File: src/rtl/dec_pkg.sv
package dec_pkg;
  localparam int NCH    = 2;
  localparam int ADDR_W = 3;

  typedef enum logic [1:0] {
    EDGE_FALL = 2'b00,
    EDGE_RISE = 2'b01,
    EDGE_OFF  = 2'b10,
    EDGE_ANY  = 2'b11
  } edge_sel_e;

  typedef struct packed {
    logic [1:0] src;
    edge_sel_e  sel1;
    edge_sel_e  sel0;
    logic [1:0] run;
  } ctrl_t;

  localparam logic [ADDR_W-1:0] ADR_CTRL = 3'd0;
  localparam logic [ADDR_W-1:0] ADR_FLAG = 3'd1;
  localparam logic [ADDR_W-1:0] ADR_CAP0 = 3'd2;
  localparam logic [ADDR_W-1:0] ADR_CAP1 = 3'd3;
  localparam logic [ADDR_W-1:0] ADR_CNT  = 3'd4;
endpackage

File: src/rtl/dec_counter.sv
module dec_counter #(
  parameter int CNT_W = 16
) (
  input  logic             clk,
  input  logic             rst,
  input  logic             run_i,
  output logic [CNT_W-1:0] cnt_o,
  output logic             wrap_o
);
  localparam logic [CNT_W-1:0] CNT_MAX = '1;

  logic [CNT_W-1:0] cnt_q;

  always_ff @(posedge clk) begin
    if (rst)        cnt_q <= '0;
    else if (run_i) cnt_q <= cnt_q + 1'b1;
  end

  assign cnt_o  = cnt_q;
  assign wrap_o = run_i && (cnt_q == CNT_MAX);

  // stopped counter keeps its value
  a_r2_hold: assert property (@(posedge clk) disable iff (rst)
    !run_i |=> $stable(cnt_q));
  // running counter advances by one
  a_r2_step: assert property (@(posedge clk) disable iff (rst)
    (run_i && cnt_q != CNT_MAX) |=> (cnt_q == $past(cnt_q) + 1'b1));
endmodule

File: src/rtl/dec_filter.sv
module dec_filter
  import dec_pkg::*;
(
  input  logic      clk,
  input  logic      rst,
  input  logic      pin_i,
  input  logic      smp_en_i,
  input  edge_sel_e sel_i,
  output logic      fire_o
);
  logic h0_q, h1_q, flt_q;
  logic qual, want;

  // two-deep sample history and the accepted level
  always_ff @(posedge clk) begin
    if (rst) begin
      h0_q  <= 1'b0;
      h1_q  <= 1'b0;
      flt_q <= 1'b0;
    end else begin
      if (smp_en_i) begin
        h0_q <= pin_i;
        h1_q <= h0_q;
      end
      if (qual) flt_q <= h0_q;
    end
  end

  assign qual = (h0_q == h1_q) && (h0_q != flt_q);

  always_comb begin
    unique case (sel_i)
      EDGE_FALL: want = !h0_q;
      EDGE_RISE: want = h0_q;
      EDGE_OFF:  want = 1'b0;
      default:   want = 1'b1;
    endcase
  end

  assign fire_o = qual && want;

  // accepted level moves only to a level seen on both stored samples
  a_r4_confirm: assert property (@(posedge clk) disable iff (rst)
    !$stable(flt_q) |-> ($past(h0_q) == flt_q && $past(h1_q) == flt_q));
  // without a sampling enable the history does not move
  a_r7_no_sample: assert property (@(posedge clk) disable iff (rst)
    !smp_en_i |=> ($stable(h0_q) && $stable(h1_q)));
endmodule

File: src/rtl/dual_edge_capture.sv
module dual_edge_capture
  import dec_pkg::*;
#(
  parameter int CNT_W = 16
) (
  input  logic              clk,
  input  logic              rst,
  input  logic              sample_tick,
  input  logic [NCH-1:0]    trig,
  input  logic              wr_en,
  input  logic [ADDR_W-1:0] wr_addr,
  input  logic [CNT_W-1:0]  wr_data,
  input  logic [ADDR_W-1:0] rd_addr,
  output logic [CNT_W-1:0]  rd_data,
  output logic [NCH-1:0]    cap_evt
);
  localparam int CTRL_W = $bits(ctrl_t);
  localparam int FLAG_W = NCH + 1;

  ctrl_t             ctrl_q;
  logic [FLAG_W-1:0] flag_q;
  logic [FLAG_W-1:0] clr;
  logic [CNT_W-1:0]  cnt;
  logic              wrap;
  logic [NCH-1:0]    fire;
  logic [NCH-1:0]    evt_q;
  logic [CNT_W-1:0]  cap_q [NCH];
  edge_sel_e         sel_v [NCH];

  dec_counter #(.CNT_W(CNT_W)) u_cnt (
    .clk    (clk),
    .rst    (rst),
    .run_i  (|ctrl_q.run),
    .cnt_o  (cnt),
    .wrap_o (wrap)
  );

  assign sel_v[0] = ctrl_q.sel0;
  assign sel_v[1] = ctrl_q.sel1;

  for (genvar g = 0; g < NCH; g++) begin : g_ch
    dec_filter u_flt (
      .clk      (clk),
      .rst      (rst),
      .pin_i    (trig[g]),
      .smp_en_i (ctrl_q.src[g] | sample_tick),
      .sel_i    (sel_v[g]),
      .fire_o   (fire[g])
    );
  end

  assign clr = (wr_en && wr_addr == ADR_FLAG) ? wr_data[FLAG_W-1:0] : '0;

  always_ff @(posedge clk) begin
    if (rst) begin
      ctrl_q <= '0;
      flag_q <= '0;
      evt_q  <= '0;
      for (int i = 0; i < NCH; i++) cap_q[i] <= '0;
    end else begin
      if (wr_en && wr_addr == ADR_CTRL) ctrl_q <= ctrl_t'(wr_data[CTRL_W-1:0]);
      flag_q <= (flag_q & ~clr) | {wrap, fire};
      evt_q  <= fire;
      for (int i = 0; i < NCH; i++)
        if (fire[i]) cap_q[i] <= cnt;
    end
  end

  always_ff @(posedge clk) begin
    if (rst) rd_data <= '0;
    else begin
      case (rd_addr)
        ADR_CTRL: rd_data <= {{(CNT_W-CTRL_W){1'b0}}, ctrl_q};
        ADR_FLAG: rd_data <= {{(CNT_W-FLAG_W){1'b0}}, flag_q};
        ADR_CAP0: rd_data <= cap_q[0];
        ADR_CAP1: rd_data <= cap_q[1];
        ADR_CNT:  rd_data <= cnt;
        default:  rd_data <= '0;
      endcase
    end
  end

  assign cap_evt = evt_q;

  // a wrap step leaves the wrap flag set
  a_r3_wrap_flag: assert property (@(posedge clk) disable iff (rst)
    wrap |=> flag_q[NCH]);
  // event pulses last one cycle
  a_r8_evt_single0: assert property (@(posedge clk) disable iff (rst)
    evt_q[0] |=> !evt_q[0]);
  a_r8_evt_single1: assert property (@(posedge clk) disable iff (rst)
    evt_q[1] |=> !evt_q[1]);
  // an event is always accompanied by its flag
  a_r8_flag_set: assert property (@(posedge clk) disable iff (rst)
    evt_q[0] |-> flag_q[0]);
  // simultaneous captures hold equal values
  a_r9_same: assert property (@(posedge clk) disable iff (rst)
    (evt_q[0] && evt_q[1]) |-> (cap_q[0] == cap_q[1]));
endmodule

File: config.mk
export PLATFORM = sky130hd
export DESIGN_NAME = dual_edge_capture
export DESIGN_NICKNAME = d
export VERILOG_FILES = /design/src/rtl/dec_pkg.sv /design/src/rtl/dec_counter.sv /design/src/rtl/dec_filter.sv /design/src/rtl/dual_edge_capture.sv
export SDC_FILE = /design/constraint.sdc
export NUM_CORES = 1
export LEC_CHECK = 0
export BUFFER_PORTS_ARGS = -buffer_cell sky130_fd_sc_hd__buf_2
export CORE_ASPECT_RATIO = 0.75
export CORE_UTILIZATION = 50
export CTS_CLUSTER_SIZE = 25
export DETAILED_ROUTE_END_ITERATION = 8
export PLACE_DENSITY = 0.82
export SYNTH_ARGS = -nofsm -noshare
export SYNTH_HDL_FRONTEND = slang
export SYNTH_HIERARCHICAL = 1
export SYNTH_SLANG_ARGS = --single-unit
export TNS_END_PERCENT = 30
File: constraint.sdc
create_clock -name clk -period 1.8 [get_ports clk]
set_clock_uncertainty 0.05 [all_clocks]
set_input_delay 0.09 -clock clk [delete_from_list [all_inputs] [get_ports clk]]
set_output_delay 0.09 -clock clk [all_outputs]
set_load 0.01 [all_outputs]
==> metrics.csv <==
stage,metric,value,unit
status,status,"complete, no violations",
die,io_pins,46,
sta,period_share,95.3,%
drt,drtPass1Iterations,4,
power_and_ir_drop,clock_power_share,39.7,%
synth,synth_fp_nets,347,
sta,drv_slew,0,
synth,synth_top_area_share,28.9,%
worst_setup_path,cp-end-kind,register,
sta,finalHoldViolations,0,
finish,drive_gt1_share,25.0,%
clock_tree,clock-sinks,83,
worst_setup_path,critical_path.most_common_cell,inv_1,
worst_setup_path,max_stage_delay,0.38,ns
drt,drt.antenna.violating_nets,0,
sta,setup_tns,0,ns
synth,synthTopCellsByArea,"dfxtp_1, edfxtp_1, mux2i_1, nor2_1, and2_1",
placement,place_inst,442,
grt,grt_max_degree,23,
finish,instances_no_fill,468,
worst_setup_path,path_class,reg -> reg,
power_and_ir_drop,power_leakage,1.69,nW
worst_setup_path,r2r_setup_slack,0.09,ns
power_and_ir_drop,ir_drop,379,µV
grt,grt_pass1_wl,12000,µm
clock_tree,cts_setup_buffers,0,
sta,setup_viol,0,
power_and_ir_drop,switchingPower,0.774,mW
clock_tree,cts-root-buf,clkbuf_8,
worst_setup_path,critPathArrivalTime,1.88,ns
power_and_ir_drop,comb_power_share,6.2,%
worst_setup_path,path_max_fanout,16,
synth,synthFlopType,dfxtp_1,
drt,vias_per_cell,5.52,
synth,synth_edf_count,32,
worst_setup_path,reg2reg_from,g_ch[0].u_flt/flt_q,
finish,diodes,0,
clock_tree,cts-htree-levels,3,
finish,nets,408,
sta,worst_pin_slew,0.590,ns
drt,drt_wl_total,7590,µm
sta,fin_crit,1.71,ns
synth,avgSynthCellArea,11.1,µm²
synth,yosysTopAreaCell,dfxtp_1,
drt,drc_errors,0,
die,core_region_area,6830,µm²
worst_setup_path,crit_buf_inv,3,
placement,place_ws,-0.0731,ns
hold_path,hold_path.startpoint,rst,
power_and_ir_drop,internal_power,2.94,mW
synth,ys_ff_latch,83,
drt,drtIter0Drc,150,
die,die_h,74.8,µm
grt,grt_use_total,21.8,%
worst_setup_path,worstPathRequired,1.96,ns
worst_setup_path,setup.worst_path.start_class,register,
worst_setup_path,crit_chain,"inv_1, o41ai_4, inv_1, a21oi_1, buf_6, and2_1",
placement,place_area,3900,µm²
synth,netlist-cell-type-count,48,
power_and_ir_drop,finalPower,3.71,mW
power_and_ir_drop,seq_power_share,54.1,%
grt,grt_pass1_vias,2500,
sta,max_slew_margin,60.6,%
finish,syn2layout_area_growth,20.4,%
sta,setup_slack,0.0851,ns
clock_tree,clkLatencyLatePin,0.35,ns
power_and_ir_drop,switching_share,20.8,%
drt,vias,2583,
flow_run,maxCapViolCount,0,
synth,synth.most_common_cell,dfxtp_1,
grt,overflow,0,
synth,ys_seq_area_share,56.0,%
finish,layout.filler_cells,509,
drt,wl_per_cell,16.2,µm
hold_path,holdCritPathClass,in -> reg,
synth,synth-async-reset-ratio,0,%
clock_tree,clk_path_buf_depth,2,
synth,yosys_warnings,6,
worst_setup_path,cp-startpoint,g_ch[0].u_flt/flt_q,
die,num_rows,26,
clock_tree,cts_tree,yes,
sta,rsz0062_at_grt,no,
worst_setup_path,slowest_stage,dfxtp_1,
sta,fmax,0.583,GHz
synth,syn_area,3540,µm²
grt,antenna_found_initial,0,
clock_tree,clk_pin_slew,0.07,ns
clock_tree,cts_buffers,9,
power_and_ir_drop,power_density,872,nW/µm²
synth,synth.top_cells.by_count,"dfxtp_1, nor2_1, edfxtp_1",
placement,port_buffers,37,
die,initial_core_util,51.8,%
synth,synthCells,318,
finish,final_area,4260,µm²
die,die-area,7420,µm²
placement,hpwlAfterDp,5160,µm
worst_setup_path,crit_family,compound AO/OA/AOI/OAI gates,
placement,finalWeightedCongestion,0.798,
die,die_w,99.1,µm
[layout make-up]
class / count / area, µm² / share of cell area [%]
clock buffers: 14 / 195 / 4.58
clock inverters: 2 / 37.5 / 0.881
flip-flops and latches: 83 / 1980 / 46.6
well taps: 84 / 105 / 2.47
repair buffers: 66 / 457 / 10.7
inverters: 10 / 37.5 / 0.881
multi-input cells: 209 / 1440 / 33.9
[cells in the final DEF, fill, tap and decap left out, types with 16 or more instances in the layout]
cell type | netlist | final
a21oi_1 | 18 | 18
buf_4 | 0 | 16
dfxtp_1 | 51 | 50
nor2_1 | 34 | 34
edfxtp_1 | 32 | 32
and2_1 | 18 | 17
nand2_1 | 24 | 23
buf_2 | 5 | 37
mux2i_1 | 18 | 18
[registers in the layout, indices dropped and copies added, names as in the netlist, 3 cells and up]
name,flops
cap_q,32
rd_data,16
u_cnt/cnt_o,16
ctrl_q,8
flag_q,3
[worst paths after layout]
| kind | endpoint | depth (start not counted) |
|---|---|---|
| min reg2reg | ctrl_q[0] | 2 |
| max | cap_q[0][20] | 6 |
| max reg2reg | cap_q[0][20] | 6 |
| min | cap_evt[1] | 2 |
[power by group through the flow]
stage | Clock (mW) | Sequential, mW | Combinational (mW)
final | 1.47 | 2.01 | 0.232
after global routing | 1.59 | 2.01 | 0.250
after CTS | 1.50 | 2.01 | 0.230
after detailed placement | 0 | 2.05 | 0.212
after global placement | 0 | 2.05 | 0.204
after floorplan | 0 | 2.05 | 0.135
[through the flow]
| step | hold WS [ns] | util (%) |
|---|---|---|
| finish | 0.0768 | 62.3 |
| global route | 0.0740 | 62.3 |
| CTS | 0.0594 | 62.1 |
| detailed placement | 0.263 | 57.1 |
| global placement | 0.255 | 57.1 |
| floorplan | 0.109 | - |
[layer usage]
metal / part of all wire (%) / GRT usage, % / wire length [µm] / vias up
met4: 0.99 / 8.50 / 75 / 0
met2: 49 / 38.1 / 3740 / 80
met1: 44 / 26.6 / 3360 / 1251
met5: 0 / 0 / 0 / -
met3: 5.5 / 5.66 / 419 / 6
li1: - / - / - / 1246
[cell families (layout without fill, tap and decap cells)]
logic type | count (synthesis) | count (layout) | share of synthesized area (%)
adders and majority gates | 1 | 1 | 0.354
xor gates and xnor gates | 12 | 12 | 2.97
DFF | 83 | 83 | 56.0
and+or+nand+nor | 120 | 120 | 18.9
muxes | 28 | 28 | 8.38
AOI/OAI and AO/OA | 48 | 48 | 9.55
buffers and inverters | 26 | 92 | 3.78
[what timing repair did]
item / 4_1_cts / 5_1_grt
endpoints found under the setup margin: 1 / 33
pin swaps: 0 / 1
resized for setup: 2 / 4
endpoints found under the hold margin: 13 / 0
hold buffers: 10 / 0
Note: power is estimated with default switching activity, not from simulation.
